**src/rtl/nsg_pkg.sv**
```systemverilog
// Shared types and constants for the non-secure access gate.
// Assumes: sixteen 2-bit codes per 32-bit word, and at most 64 words.
package nsg_pkg;

    // Kind of per-interrupt state a non-secure access targets.
    typedef enum logic [2:0] {
        CLS_SET_PEND = 3'd0,
        CLS_CLR_PEND = 3'd1,
        CLS_ACT_RD   = 3'd2,
        CLS_ROUTE    = 3'd3,
        CLS_SET_SPI  = 3'd4,
        CLS_CLR_SPI  = 3'd5,
        CLS_SGI_GEN  = 3'd6,
        CLS_UNUSED   = 3'd7
    } nsg_class_e;

    // Effective delegation level after aliasing; the order is the grant order.
    typedef enum logic [1:0] {
        LVL_NONE     = 2'd0,
        LVL_PEND_SET = 2'd1,
        LVL_PEND_CLR = 2'd2,
        LVL_ROUTE    = 2'd3
    } nsg_level_e;

    localparam int CODES_PER_WORD = 16;
    localparam int WORD_SLOTS     = 64;
    localparam int PPI_WORD       = 1;
    localparam int SPI_FIRST_ID   = 32;

endpackage

```
**src/rtl/nsg_ctrl_bank.sv**
```systemverilog
// Storage of the per-interrupt delegation codes and the register port.
// Only secure, word-aligned accesses inside the 256-byte window are honoured.
// Word 1 and fields at or above NUM_IRQ hold no flops and read as zero.
// Word 0 is hidden (reads zero, ignores writes) while route_aff_s is high,
// but keeps its contents. Assumes NUM_IRQ <= 1024.
module nsg_ctrl_bank
    import nsg_pkg::*;
#(
    parameter int                NUM_IRQ   = 96,
    parameter int                REG_AW    = 12,
    parameter logic [REG_AW-1:0] BASE_ADDR = 12'hE00,
    parameter int                SLOT_W    = 7
) (
    input  logic                        clk,
    input  logic                        rst_n,
    input  logic                        route_aff_s,
    input  logic                        reg_valid,
    input  logic                        reg_write,
    input  logic                        reg_secure,
    input  logic [REG_AW-1:0]           reg_addr,
    input  logic [31:0]                 reg_wdata,
    output logic [31:0]                 reg_rdata,
    output logic [2*(1<<SLOT_W)-1:0]    fld_flat
);

    localparam int NSLOT = 1 << SLOT_W;

    logic        in_window;
    logic [5:0]  word_idx;
    logic        wr_ok;
    logic        rd_ok;
    logic [31:0] word_v [WORD_SLOTS];

    // Address decode: window match and word alignment.
    assign in_window = (reg_addr[REG_AW-1:8] == BASE_ADDR[REG_AW-1:8]) &&
                       (reg_addr[1:0] == 2'b00);
    assign word_idx  = reg_addr[7:2];
    assign wr_ok     = reg_valid && reg_write && reg_secure && in_window;
    assign rd_ok     = reg_valid && !reg_write && reg_secure && in_window &&
                       !((word_idx == 6'd0) && route_aff_s);

    for (genvar w = 0; w < WORD_SLOTS; w++) begin : g_word
        for (genvar x = 0; x < CODES_PER_WORD; x++) begin : g_fld
            localparam int ID = w * CODES_PER_WORD + x;
            if (w != PPI_WORD && ID < NUM_IRQ) begin : g_impl
                logic [1:0] code_q;
                // Code storage: reset to 00, load on a secure write to this word.
                always_ff @(posedge clk) begin
                    if (!rst_n) begin
                        code_q <= 2'b00;
                    end else if (wr_ok && (word_idx == 6'(w)) &&
                                 ((w != 0) || !route_aff_s)) begin
                        code_q <= reg_wdata[2*x +: 2];
                    end
                end
                assign word_v[w][2*x +: 2] = code_q;
            end else begin : g_ro
                assign word_v[w][2*x +: 2] = 2'b00;
            end
        end
    end

    // Read mux: zero unless a visible secure read hits the window.
    always_comb begin
        reg_rdata = '0;
        if (rd_ok) begin
            reg_rdata = word_v[word_idx];
        end
    end

    // Flatten codes into an ID-indexed vector for the query path.
    for (genvar s = 0; s < NSLOT; s++) begin : g_slot
        assign fld_flat[2*s +: 2] = word_v[s / CODES_PER_WORD][2*(s % CODES_PER_WORD) +: 2];
    end

endmodule

```
**src/rtl/nsg_level_view.sv**
```systemverilog
// Turns the stored code of the queried interrupt into an effective level.
// Applies the out-of-range rule, the word-0 affinity hiding and the
// 11-to-10 alias for IDs 0-15. Assumes ID_W >= SLOT_W >= 5.
module nsg_level_view
    import nsg_pkg::*;
#(
    parameter int NUM_IRQ = 96,
    parameter int ID_W    = 10,
    parameter int SLOT_W  = 7
) (
    input  logic [2*(1<<SLOT_W)-1:0] fld_flat,
    input  logic [ID_W-1:0]          q_id,
    input  logic                     route_aff_s,
    output nsg_level_e               level
);

    logic       in_range;
    logic       is_sgi;
    logic [1:0] raw;

    assign in_range = (32'(q_id) < NUM_IRQ);
    assign is_sgi   = (q_id[ID_W-1:4] == '0);
    assign raw      = fld_flat[{q_id[SLOT_W-1:0], 1'b0} +: 2];

    // Level selection with the special rules for the lowest word.
    always_comb begin
        level = LVL_NONE;
        if (in_range) begin
            if (is_sgi) begin
                if (!route_aff_s) begin
                    level = (raw == 2'b11) ? LVL_PEND_CLR : nsg_level_e'(raw);
                end
            end else begin
                level = nsg_level_e'(raw);
            end
        end
    end

endmodule

```
**src/rtl/nsg_permit.sv**
```systemverilog
// Maps an effective level, a state class and a direction to permit/deny.
// Non-secure interrupts are never restricted. Purely combinational.
module nsg_permit
    import nsg_pkg::*;
#(
    parameter int ID_W = 10
) (
    input  nsg_level_e      level,
    input  logic [ID_W-1:0] q_id,
    input  logic            q_irq_secure,
    input  nsg_class_e      q_class,
    input  logic            q_write,
    output logic            q_permit
);

    logic is_sgi;
    logic is_spi;
    logic grant;

    assign is_sgi = (q_id[ID_W-1:4] == '0);
    assign is_spi = (32'(q_id) >= SPI_FIRST_ID);

    // Cumulative grant table per class.
    always_comb begin
        unique case (q_class)
            CLS_SET_PEND: grant = (level >= LVL_PEND_SET);
            CLS_CLR_PEND: grant = (level >= LVL_PEND_CLR);
            CLS_ACT_RD:   grant = (level >= LVL_PEND_CLR) && !q_write;
            CLS_ROUTE:    grant = (level == LVL_ROUTE);
            CLS_SET_SPI:  grant = q_write && is_spi && (level >= LVL_PEND_SET);
            CLS_CLR_SPI:  grant = q_write && is_spi && (level >= LVL_PEND_CLR);
            CLS_SGI_GEN:  grant = q_write && is_sgi && (level >= LVL_PEND_SET);
            default:      grant = 1'b0;
        endcase
    end

    assign q_permit = !q_irq_secure || grant;

endmodule

```
**src/rtl/nsg_access_gate.sv**
```systemverilog
// Top of the non-secure access gate: code bank, level view and permit table.
// Register reads and query answers are combinational; writes take effect
// at the next clock edge. Assumes NUM_IRQ <= 1024 and ID_W >= $clog2 of
// the rounded-up field count.
module nsg_access_gate
    import nsg_pkg::*;
#(
    parameter int                NUM_IRQ   = 96,
    parameter int                REG_AW    = 12,
    parameter logic [REG_AW-1:0] BASE_ADDR = 12'hE00,
    parameter int                ID_W      = 10
) (
    input  logic              clk,
    input  logic              rst_n,
    input  logic              route_aff_s,
    input  logic              reg_valid,
    input  logic              reg_write,
    input  logic              reg_secure,
    input  logic [REG_AW-1:0] reg_addr,
    input  logic [31:0]       reg_wdata,
    output logic [31:0]       reg_rdata,
    input  logic [ID_W-1:0]   q_id,
    input  logic              q_irq_secure,
    input  logic [2:0]        q_class,
    input  logic              q_write,
    output logic              q_permit
);

    localparam int NUM_WORDS = (NUM_IRQ + CODES_PER_WORD - 1) / CODES_PER_WORD;
    localparam int SLOT_W    = $clog2(NUM_WORDS * CODES_PER_WORD);

    logic [2*(1<<SLOT_W)-1:0] fld_flat;
    nsg_level_e               level;

    nsg_ctrl_bank #(
        .NUM_IRQ   (NUM_IRQ),
        .REG_AW    (REG_AW),
        .BASE_ADDR (BASE_ADDR),
        .SLOT_W    (SLOT_W)
    ) u_bank (
        .clk         (clk),
        .rst_n       (rst_n),
        .route_aff_s (route_aff_s),
        .reg_valid   (reg_valid),
        .reg_write   (reg_write),
        .reg_secure  (reg_secure),
        .reg_addr    (reg_addr),
        .reg_wdata   (reg_wdata),
        .reg_rdata   (reg_rdata),
        .fld_flat    (fld_flat)
    );

    nsg_level_view #(
        .NUM_IRQ (NUM_IRQ),
        .ID_W    (ID_W),
        .SLOT_W  (SLOT_W)
    ) u_view (
        .fld_flat    (fld_flat),
        .q_id        (q_id),
        .route_aff_s (route_aff_s),
        .level       (level)
    );

    nsg_permit #(
        .ID_W (ID_W)
    ) u_permit (
        .level        (level),
        .q_id         (q_id),
        .q_irq_secure (q_irq_secure),
        .q_class      (nsg_class_e'(q_class)),
        .q_write      (q_write),
        .q_permit     (q_permit)
    );

endmodule

```
**config.mk**
```make
export PLATFORM = sky130hd
export DESIGN_NAME = nsg_access_gate
export DESIGN_NICKNAME = d
export VERILOG_FILES = /design/src/rtl/nsg_pkg.sv /design/src/rtl/nsg_ctrl_bank.sv /design/src/rtl/nsg_level_view.sv /design/src/rtl/nsg_permit.sv /design/src/rtl/nsg_access_gate.sv
export SDC_FILE = /design/constraint.sdc
export NUM_CORES = 1
export LEC_CHECK = 0
export BUFFER_PORTS_ARGS = -buffer_cell sky130_fd_sc_hd__buf_2
export CORE_ASPECT_RATIO = 1.1
export CORE_MARGIN = 2
export CORE_UTILIZATION = 55
export DETAILED_ROUTE_END_ITERATION = 7
export GPL_ROUTABILITY_DRIVEN = 1
export PLACE_DENSITY = 0.81
export SYNTH_ARGS = -nofsm -noshare
export SYNTH_HDL_FRONTEND = slang
export SYNTH_SLANG_ARGS = --single-unit
```
**constraint.sdc**
```tcl
create_clock -name clk -period 3.4 [get_ports clk]
set_clock_uncertainty 0.1 [all_clocks]
set_input_delay 0.68 -clock clk [delete_from_list [all_inputs] [get_ports clk]]
set_output_delay 0.68 -clock clk [all_outputs]
set_load 0.05 [all_outputs]
```
==> results.yml, run 1 <==
pwr:
  powerDensity_nw_per_um2: 411
  finalPower_w: 0.00433
  pwr-share-clk_pct: 48.7
  combPwrFrac_pct: 8.0
  peakVddDrop_mv: 0.390
  intPower_w: 0.00332
  p_seq_share_pct: 43.3
  switchingPower_w: 0.00101
  leakage_nw: 3.74
  swShare_pct: 23.3
cts:
  clk_pin_slew_ns: 0.06
  cts_num_sinks: 160
  root_buffer: "clkbuf_16"
  cts_buffers: 17
  post-cts-setup-buffers: 0
  clk_latency_ns: 0.44
  hold_buffers: 0
  tritoncts: "built"
  ctsHtreeMaxLevel: 4
  cts_buffer_depth: 2
hold_path:
  hp-start: "u_bank.g_word[0].g_fld[0].g_impl.code_q[1]"
  hold_path.class: "reg2reg"
  whs_path_depth: 2
  holdPathEnd: "u_bank.g_word[0].g_fld[0].g_impl.code_q[1]"
synth:
  ys.flop_type: "dfxtp_1"
  syn-mean-instance-area_um2: 8.72
  synth-edff-count: 0
  yosys_register_bits: 160
  netlist_instances: 1008
  ys_types: 51
  ys_seq_area_share_pct: 36.4
  synth.net_count: 1073
  yosys_warnings: 0
  syn_area_um2: 8790
  synth-async-reset-ratio_pct: 0
worst_setup_path:
  critPathKind: "in2out"
  required_ns: 2.62
  cp.arrival_ns: 2.79
  crit-reg2reg-launch: "u_bank.g_word[4].g_fld[5].g_impl.code_q[1]"
  start_kind: "input port"
  endpoint_kind: "output pin"
  cp_top_family: "compound AO/OA/AOI/OAI gates"
  crit_path_top_delay_cell: "mux4_2"
  cpMostUsedCell: "buf_12"
  ff2ff_path_depth: 2
  path_cells: "buf_12 > buf_12 > buf_4 > mux4_2 > a211oi_4 > a2111oi_4 > nor4_4 > o21ai_1 > a31o_1 > buf_6"
  r2r-end: "u_bank.g_word[4].g_fld[5].g_impl.code_q[1]"
  r2r_setup_slack_ns: 2.46
  crit_buf_inv: 4
  worst-path-max-fanout: 5
  slowest_delay_ns: 0.55
floorplanning:
  die_h_um: 137
  die_area_um2: 17000
  die_x_um: 125
  placeableCoreArea_um2: 15700
  io_pins: 98
  num_rows: 48
  start_util_pct: 56.1
grt:
  grt_use_met3_pct: 8.48
  grt_pass1_wl_mm: 45.0
  antenna_found_initial: 0
  grt_usage_pct: 33.4
  grt_max_degree: 90
  met1_usage_pct: 44.2
  grt_pass1_vias: 8173
  busiest_layer: "met2"
  grtUsageMet2_pct: 52.2
  grt_overflow: 0
detailed_routing:
  drt-initial-drc-count: 1137
  vias: 8510
  routed_wl_mm: 28.6
  vias_per_cell: 6.49
  route.detailed.drc: 0
  drtAntennaViolNets: 0
  drt_pass1_iterations: 6
  routedWlPerCell_um: 21.8
placement:
  dp_slack_ns: -0.337
  gp_congestion: 0.998
  placed_cells: 1278
  port-buffer-count: 97
  hpwl_mm: 19.1
sta:
  timing.final.crit_share_pct: 105
  max_slew_margin_pct: 48.7
  whs_ns: 0.371
  final-setup-viol-count: 1
  rsz0062_at_grt: "yes"
  slew_violations: 0
  layout_min_cycle_time_ns: 3.57
  setup_ws_ns: -0.173
  final.setup.tns_ns: -0.173
  fmax_ghz: 0.280
  max_slew.worst_pin.slew_ns: 0.769
  hold_violations: 0
run_status:
  violations: "negative setup slack"
  run_status: "complete, but fails checks"
finish:
  largest_reg_flops: 160
  num_antenna_cells: 0
  nFillCells: 1172
  area_delta_synth_final_pct: 19.9
  largest-register: "u_bank.g_word.g_fld.g_impl.code_q"
  reg_top3: "u_bank.g_word.g_fld.g_impl.code_q: 160 flops"
  drive_gt1_share_pct: 21.4
  nets: 1164
  finalNonFillerCells: 1311
flow_run:
  max_cap_viol_count: 0
## placed cells by master (no fill, tap or decap), types with 2 or more instances in the layout
master / Yosys / routed
clkbuf_8: 0 / 3
dfxtp_1: 160 / 160
mux2_4: 0 / 2
buf_4: 0 / 47
nand2_1: 269 / 269
nor3_2: 1 / 3
a21boi_0: 110 / 110
o21ai_0: 5 / 5
nor2_1: 42 / 42
clkinv_4: 0 / 3
mux2_2: 4 / 2
buf_6: 5 / 5
inv_1: 5 / 5
and2_1: 2 / 2
nor4_4: 0 / 2
buf_12: 0 / 8
inv_6: 0 / 2
o22ai_1: 32 / 31
clkinvlp_4: 0 / 2
nand4_1: 2 / 2
bufinv_16: 0 / 4
or3_1: 4 / 4
and3_1: 4 / 4
nor2b_1: 39 / 39
a31oi_1: 5 / 4
mux4_2: 25 / 30
nand2b_1: 3 / 3
nand3b_1: 2 / 2
clkbuf_16: 0 / 17
buf_2: 13 / 93
nand3_1: 5 / 5
mux2i_1: 112 / 111
a21boi_1: 18 / 18
a22oi_1: 5 / 5
a21oi_1: 31 / 31
mux4_1: 10 / 5
buf_16: 0 / 2
## cells by family after synthesis
kind of cell           count (synthesis)  share of synthesized area, %
AND/OR/NAND/NOR                      386                          18.9
AO/OA/AOI/OAI                        222                          17.6
flip-flops                           160                          36.4
multiplexers                         151                          22.7
buffers and inverters                 89                          4.41
## layer usage
layer | up-vias | routed length (um)
li1 | 3709 | -
met1 | 4039 | 11300
met2 | 657 | 13000
met4 | 0 | 969
met5 | - | 0
met3 | 105 | 3370
## layout make-up
type / instances / area [um2] / share of cell area, %
Tap cell: 200 / 250 / 2.37
Timing Repair Buffer: 156 / 1100 / 10.5
Clock inverter: 11 / 179 / 1.70
Clock buffer: 20 / 467 / 4.43
Multi-Input combinational cell: 759 / 5320 / 50.4
Sequential cell: 160 / 3200 / 30.4
Inverter: 5 / 18.8 / 0.178
## synth_stat cells (all sizes together) (4+ instances only)
library cell	number	area (um2)
nand2	269	1010
dfxtp	160	3200
a21boi	128	961
mux2i	112	1120
clkbuf	60	225
nor2	42	158
nor2b	39	244
mux4	35	826
o22ai	32	200
a21oi	31	155
buf	24	144
o21ai	6	30.0
a22oi	5	37.5
a31oi	5	31.3
inv	5	18.8
nand3	5	25.0
nor3	5	30.0
and3	4	25.0
mux2	4	45.0
or3	4	25.0
## per-stage QoR
stage	utilization (%)	cell area, um2
after floorplan	-	8790
after global placement	62.0	9720
after detailed placement	62.0	9720
after CTS	66.9	10500
after global routing	67.2	10500
final	67.2	10500
## power by group through the flow
| stage | combinational (W) | sequential [W] | clock [W] |
|---|---|---|---|
| after floorplan | 0.000171 | 0.00192 | 0 |
| after global placement | 0.000306 | 0.00192 | 0 |
| after detailed placement | 0.000309 | 0.00192 | 0 |
| after CTS | 0.000329 | 0.00187 | 0.00210 |
| after global routing | 0.000361 | 0.00187 | 0.00218 |
| final | 0.000347 | 0.00187 | 0.00211 |
## worst register-to-register path, stage by stage, from the launching register on
cell,delay (ns)
dfxtp_1,0.38
nand2_1,0.11
a21boi_0,0.25
## how the worst max path moves through the flow
stage	from	end	slack, ns	cells after the start
after detailed placement	q_id[1]	q_permit	-0.34	9
after global placement	q_id[1]	q_permit	-0.26	10
after global routing	q_id[0]	q_permit	-0.23	10
after floorplan	q_id[0]	q_permit	0.01	8
after CTS	q_id[0]	q_permit	-0.07	11
final	q_id[0]	q_permit	-0.17	10
## repair_timing
action / in CTS / in global routing
resized for setup: 24 / 11
gates cloned: 2 / 0
setup endpoints to repair: 1 / 1
pin swaps: 11 / 5
Note: power is estimated with default switching activity, not from simulation.
==> inputs of run 2 (changes only) <==
--- a/config.mk
+++ b/config.mk
@@ -6,9 +6,9 @@
 export NUM_CORES = 1
 export LEC_CHECK = 0
 export BUFFER_PORTS_ARGS = -buffer_cell sky130_fd_sc_hd__buf_2
-export CORE_ASPECT_RATIO = 1.1
 export CORE_MARGIN = 2
 export CORE_UTILIZATION = 55
+export CTS_CLUSTER_SIZE = 25
 export DETAILED_ROUTE_END_ITERATION = 7
 export GPL_ROUTABILITY_DRIVEN = 1
 export PLACE_DENSITY = 0.81
==> results.yml, run 2 (synthesized netlist as in run 1, its figures left out) <==
worst_setup_path:
  start_kind: "input port"
  required_ns: 2.62
  worst-path-max-fanout: 7
  crit_path_top_delay_cell: "mux4_2"
  critPathKind: "in2out"
  r2r_setup_slack_ns: 2.53
  path_cells: "buf_8 > buf_12 > buf_8 > mux4_2 > mux2i_1 > or3b_4 > nand4_1 > nor4_2 > o31ai_1 > a31o_1 > buf_6"
  endpoint_kind: "output pin"
  cpMostUsedCell: "buf_8"
  slowest_delay_ns: 0.49
  cp.arrival_ns: 2.81
finish:
  num_antenna_cells: 0
  largest-register: "u_bank.g_word.g_fld.g_impl.code_q"
  reg_top3: "u_bank.g_word.g_fld.g_impl.code_q: 160 flops"
  nFillCells: 1256
  nets: 1168
  area_delta_synth_final_pct: 18.6
  register_area_um2: 3200
  largest_reg_flops: 160
  multi_input_area_um2: 5260
  final_common_cell: "nand2_1"
  finalNonFillerCells: 1332
  drive_gt1_share_pct: 21.6
  mostFrequentLayoutCells: "nand2_1, dfxtp_1, mux2i_1"
pwr:
  intPower_w: 0.00303
  finalPower_w: 0.00400
  swShare_pct: 24.2
  pwr-share-clk_pct: 44.7
  combPwrFrac_pct: 8.4
  powerDensity_nw_per_um2: 384
  switchingPower_w: 0.000968
  p_seq_share_pct: 46.8
  leakage_nw: 3.68
  peakVddDrop_mv: 0.384
sta:
  layout_min_cycle_time_ns: 3.59
  final-setup-viol-count: 1
  timing.final.crit_share_pct: 106
  slew_violations: 0
  rsz0062_at_grt: "yes"
  max_slew.worst_pin.slew_ns: 0.617
  whs_ns: 0.381
  final.setup.tns_ns: -0.188
  setup_ws_ns: -0.188
  fmax_ghz: 0.279
  max_slew_margin_pct: 58.9
  hold_violations: 0
run_status:
  run_status: "complete, but fails checks"
  violations: "negative setup slack"
floorplanning:
  die_h_um: 130
  die_x_um: 130
  num_rows: 46
  placeableCoreArea_um2: 15800
  die_area_um2: 17000
  io_pins: 98
  start_util_pct: 55.7
grt:
  grt_pass1_wl_mm: 43.0
  grt_pass1_vias: 7599
  grt_overflow: 0
  grt_max_degree: 93
  grt_usage_pct: 33.5
  antenna_found_initial: 0
placement:
  hpwl_mm: 19.3
  dp_slack_ns: -0.357
  port-buffer-count: 97
  placed_cells: 1289
  gp_congestion: 0.964
detailed_routing:
  route.detailed.drc: 0
  vias: 8220
  routed_wl_mm: 28.0
  drt-initial-drc-count: 1152
  drtAntennaViolNets: 0
  routedWlPerCell_um: 21.0
  vias_per_cell: 6.17
  drt_pass1_iterations: 5
hold_path:
  hold_path.class: "reg2reg"
cts:
  ctsHtreeMaxLevel: 4
  clk_latency_ns: 0.44
  cts_num_sinks: 160
  root_buffer: "clkbuf_16"
  cts_buffer_depth: 2
  cts_buffers: 17
  hold_buffers: 0
  tritoncts: "built"
  clk_pin_slew_ns: 0.06
flow_run:
  max_cap_viol_count: 0
-- run 2: layout make-up --
class / instances / area share, %
Sequential cell: 160 / 30.7
Clock inverter: 8 / 0.540
Multi-Input combinational cell: 759 / 50.4
Timing Repair Buffer: 160 / 10.8
Tap cell: 216 / 2.59
Clock buffer: 24 / 4.72
Inverter: 5 / 0.180
-- run 2: repair_timing --
item	in CTS	in global routing
endpoints found under the setup margin	1	1
setup buffers	7	5
pin swaps	9	8
gates resized for setup	24	8
-- run 2: worst max-delay path: cells and delay by family --
kind	cells	cell delay, ns
AO/OA/AOI/OAI	2	0.39
buffers and inverters	4	0.51
multiplexers	2	0.67
AND/OR/NAND/NOR	3	0.55
-- run 2: routing by layer --
layer  GRT usage, %  vias to the layer above  part of all wire (%)
met1           46.0                     3884                    41
li1               -                     3717                     -
met4           13.1                        0                   2.8
met5              0                        -                     0
met2           51.6                      531                    45
met3           8.02                       88                    11
-- run 2: final timing paths --
| path | from | end | depth (start not counted) |
|---|---|---|---|
| setup / recovery | q_id[0] | q_permit | 11 |
| hold / removal | u_bank.g_word[5].g_fld[15].g_impl.code_q[1] | u_bank.g_word[5].g_fld[15].g_impl.code_q[1] | 2 |
| setup reg to reg | u_bank.g_word[0].g_fld[8].g_impl.code_q[0] | u_bank.g_word[0].g_fld[8].g_impl.code_q[0] | 2 |
| hold reg to reg | u_bank.g_word[5].g_fld[15].g_impl.code_q[1] | u_bank.g_word[5].g_fld[15].g_impl.code_q[1] | 2 |
-- run 2: power groups by stage --
stage | clock [W] | sequential, W | combinational (W)
2_1_floorplan | 0 | 0.00192 | 0.000171
3_3_place_gp | 0 | 0.00192 | 0.000302
3_5_place_dp | 0 | 0.00192 | 0.000305
4_1_cts | 0.00180 | 0.00187 | 0.000322
5_1_grt | 0.00187 | 0.00187 | 0.000352
6_report | 0.00179 | 0.00187 | 0.000337
-- run 2: through the flow --
step	area (um2)	util [%]
6_report	10400	66.1
5_1_grt	10400	66.1
4_1_cts	10400	65.8
3_5_place_dp	9710	61.6
3_3_place_gp	9710	61.6
2_1_floorplan	8790	-
==> inputs of run 3 (changes only) <==
--- a/config.mk
+++ b/config.mk
@@ -7,11 +7,11 @@
 export LEC_CHECK = 0
 export BUFFER_PORTS_ARGS = -buffer_cell sky130_fd_sc_hd__buf_2
 export CORE_MARGIN = 2
-export CORE_UTILIZATION = 55
+export CORE_UTILIZATION = 54
 export CTS_CLUSTER_SIZE = 25
 export DETAILED_ROUTE_END_ITERATION = 7
 export GPL_ROUTABILITY_DRIVEN = 1
-export PLACE_DENSITY = 0.81
+export PLACE_DENSITY = 0.82
 export SYNTH_ARGS = -nofsm -noshare
 export SYNTH_HDL_FRONTEND = slang
 export SYNTH_SLANG_ARGS = --single-unit
==> constraint.sdc (replaced) <==
create_clock -name clk -period 3 [get_ports clk]
set_clock_uncertainty 0.1 [all_clocks]
set_input_delay 0.6 -clock clk [delete_from_list [all_inputs] [get_ports clk]]
set_output_delay 0.6 -clock clk [all_outputs]
set_load 0.05 [all_outputs]
==> results.yml, run 3 (synthesized netlist as in run 1, its figures left out) <==
sta:
  fmax_ghz: 0.292
  timing.final.crit_share_pct: 114
  final-setup-viol-count: 1
  max_slew_margin_pct: 63.7
  whs_ns: 0.347
  hold_violations: 0
  slew_violations: 0
  max_slew.worst_pin.slew_ns: 0.544
  rsz0062_at_grt: "yes"
  setup_ws_ns: -0.426
  layout_min_cycle_time_ns: 3.43
cts:
  ctsHtreeMaxLevel: 4
  root_buffer: "clkbuf_16"
  clk_latency_ns: 0.43
  clk_pin_slew_ns: 0.07
  cts_buffers: 17
  cts_num_sinks: 160
  cts_buffer_depth: 2
  hold_buffers: 0
  tritoncts: "built"
worst_setup_path:
  required_ns: 2.30
  slowest_delay_ns: 0.50
  r2r_setup_slack_ns: 2.09
  cp_top_family: "compound AO/OA/AOI/OAI gates"
  crit_path_top_delay_cell: "mux4_2"
  crit_buf_inv: 3
  start_kind: "input port"
  cp.arrival_ns: 2.73
  critPathKind: "in2out"
  worst-path-max-fanout: 5
  cpMostUsedCell: "buf_12"
  endpoint_kind: "output pin"
  path_cells: "buf_12 > buf_12 > mux4_2 > mux2_4 > a221oi_4 > o22ai_2 > a31oi_1 > o31ai_2 > a31o_2 > buf_8"
detailed_routing:
  drtAntennaViolNets: 0
  drt-initial-drc-count: 1198
  route.detailed.drc: 0
  vias: 8305
  routed_wl_mm: 28.3
  drt_pass1_iterations: 5
  vias_per_cell: 6.19
  routedWlPerCell_um: 21.1
hold_path:
  hold_path.class: "in2reg"
finish:
  largest-register: "u_bank.g_word.g_fld.g_impl.code_q"
  finalNonFillerCells: 1342
  reg_top3: "u_bank.g_word.g_fld.g_impl.code_q: 160 flops"
  nFillCells: 1253
  num_antenna_cells: 0
  area_delta_synth_final_pct: 22.2
  nets: 1178
  largest_reg_flops: 160
  final_common_cell: "nand2_1"
  drive_gt1_share_pct: 25.4
  fin_area_um2: 10700
  mostFrequentLayoutCells: "nand2_1, dfxtp_1, mux2i_1"
grt:
  grt_pass1_wl_mm: 44.3
  grt_pass1_vias: 7920
  grt_max_degree: 99
  grt_overflow: 0
  antenna_found_initial: 0
  busiest_layer: "met2"
  grt_usage_pct: 32.6
  grt_use_met3_pct: 8.53
  met1_usage_pct: 44.4
  grtUsageMet2_pct: 49.4
placement:
  postPlaceCellArea_um2: 9900
  port-buffer-count: 97
  hpwl_mm: 19.6
  placed_cells: 1304
  dp_slack_ns: -0.556
  gp_congestion: 0.968
pwr:
  leakage_nw: 3.82
  finalPower_w: 0.00483
  peakVddDrop_mv: 0.435
  powerDensity_nw_per_um2: 450
floorplanning:
  num_rows: 46
  start_util_pct: 55.3
  die_x_um: 132
  die_h_um: 132
  die_area_um2: 17300
  io_pins: 98
  placeableCoreArea_um2: 15900
run_status:
  run_status: "complete, but fails checks"
  violations: "negative setup slack"
flow_run:
  max_cap_viol_count: 0
==> run 3: cell count changes in the layout (fill, tap and decap cells not counted), moves of 2 or more <==
| cell | delta |
|---|---|
| clkbuf_1 | -3 |
| dfxtp_1 | -2 |
| nor2_2 | +31 |
| buf_4 | +10 |
| dfxtp_2 | +2 |
| buf_16 | +2 |
| mux4_1 | +2 |
| buf_12 | +3 |
| bufinv_16 | +3 |
| mux4_2 | -2 |
| nor2_1 | -31 |
| buf_6 | -5 |
==> run 3: per-stage QoR <==
step           setup TNS (ns)  utilization, %
2_1_floorplan          -0.130               -
3_3_place_gp           -0.507            62.3
3_5_place_dp           -0.556            62.3
4_1_cts                -0.374            67.3
5_1_grt                -0.500            67.6
6_report               -0.426            67.6
==> run 3: cell type report <==
class	count	area [um2]	area share (%)
Clock inverter	12	156	1.46
Inverter	5	18.8	0.175
Sequential cell	160	3210	29.8
Tap cell	216	270	2.52
Multi-Input combinational cell	759	5370	49.9
Timing Repair Buffer	170	1260	11.7
Clock buffer	20	467	4.34
==> run 3: worst paths after layout <==
path,cells after the start,endpoint,from
worst min register to register,2,u_bank.g_word[5].g_fld[9].g_impl.code_q[1],u_bank.g_word[5].g_fld[9].g_impl.code_q[1]
worst min-delay path,3,u_bank.g_word[4].g_fld[1].g_impl.code_q[1],reg_wdata[3]
worst max-delay path,10,q_permit,q_id[0]
worst max register to register,3,u_bank.g_word[3].g_fld[12].g_impl.code_q[0],u_bank.g_word[3].g_fld[12].g_impl.code_q[0]
==> run 3: what timing repair did <==
action,in CTS,in global routing
cloned,2,0
endpoints found under the setup margin,1,1
setup buffers,1,3
pin swaps,5,5
resized for setup,28,8
==> run 3: worst register-to-register path: stages (launching register included) <==
cell and delay (ns):
dfxtp_1 0.38, buf_4 0.13, nand2_1 0.04, a21boi_0 0.18
==> run 3: metal layers <==
| metal | up-vias | routed length (um) |
|---|---|---|
| met4 | 0 | 813 |
| met5 | - | 0 |
| li1 | 3737 | - |
| met3 | 79 | 3070 |
| met1 | 3952 | 11700 |
| met2 | 537 | 12800 |
==> run 3: power by group <==
group / switching [W] / internal [W] / leakage, nW / total [W]
sequential: 0.0000000604 / 0.00212 / 1.29 / 0.00212
combinational: 0.000218 / 0.000187 / 2.24 / 0.000405
clock: 0.000925 / 0.00138 / 0.295 / 0.00230
total: 0.00114 / 0.00369 / 3.82 / 0.00483
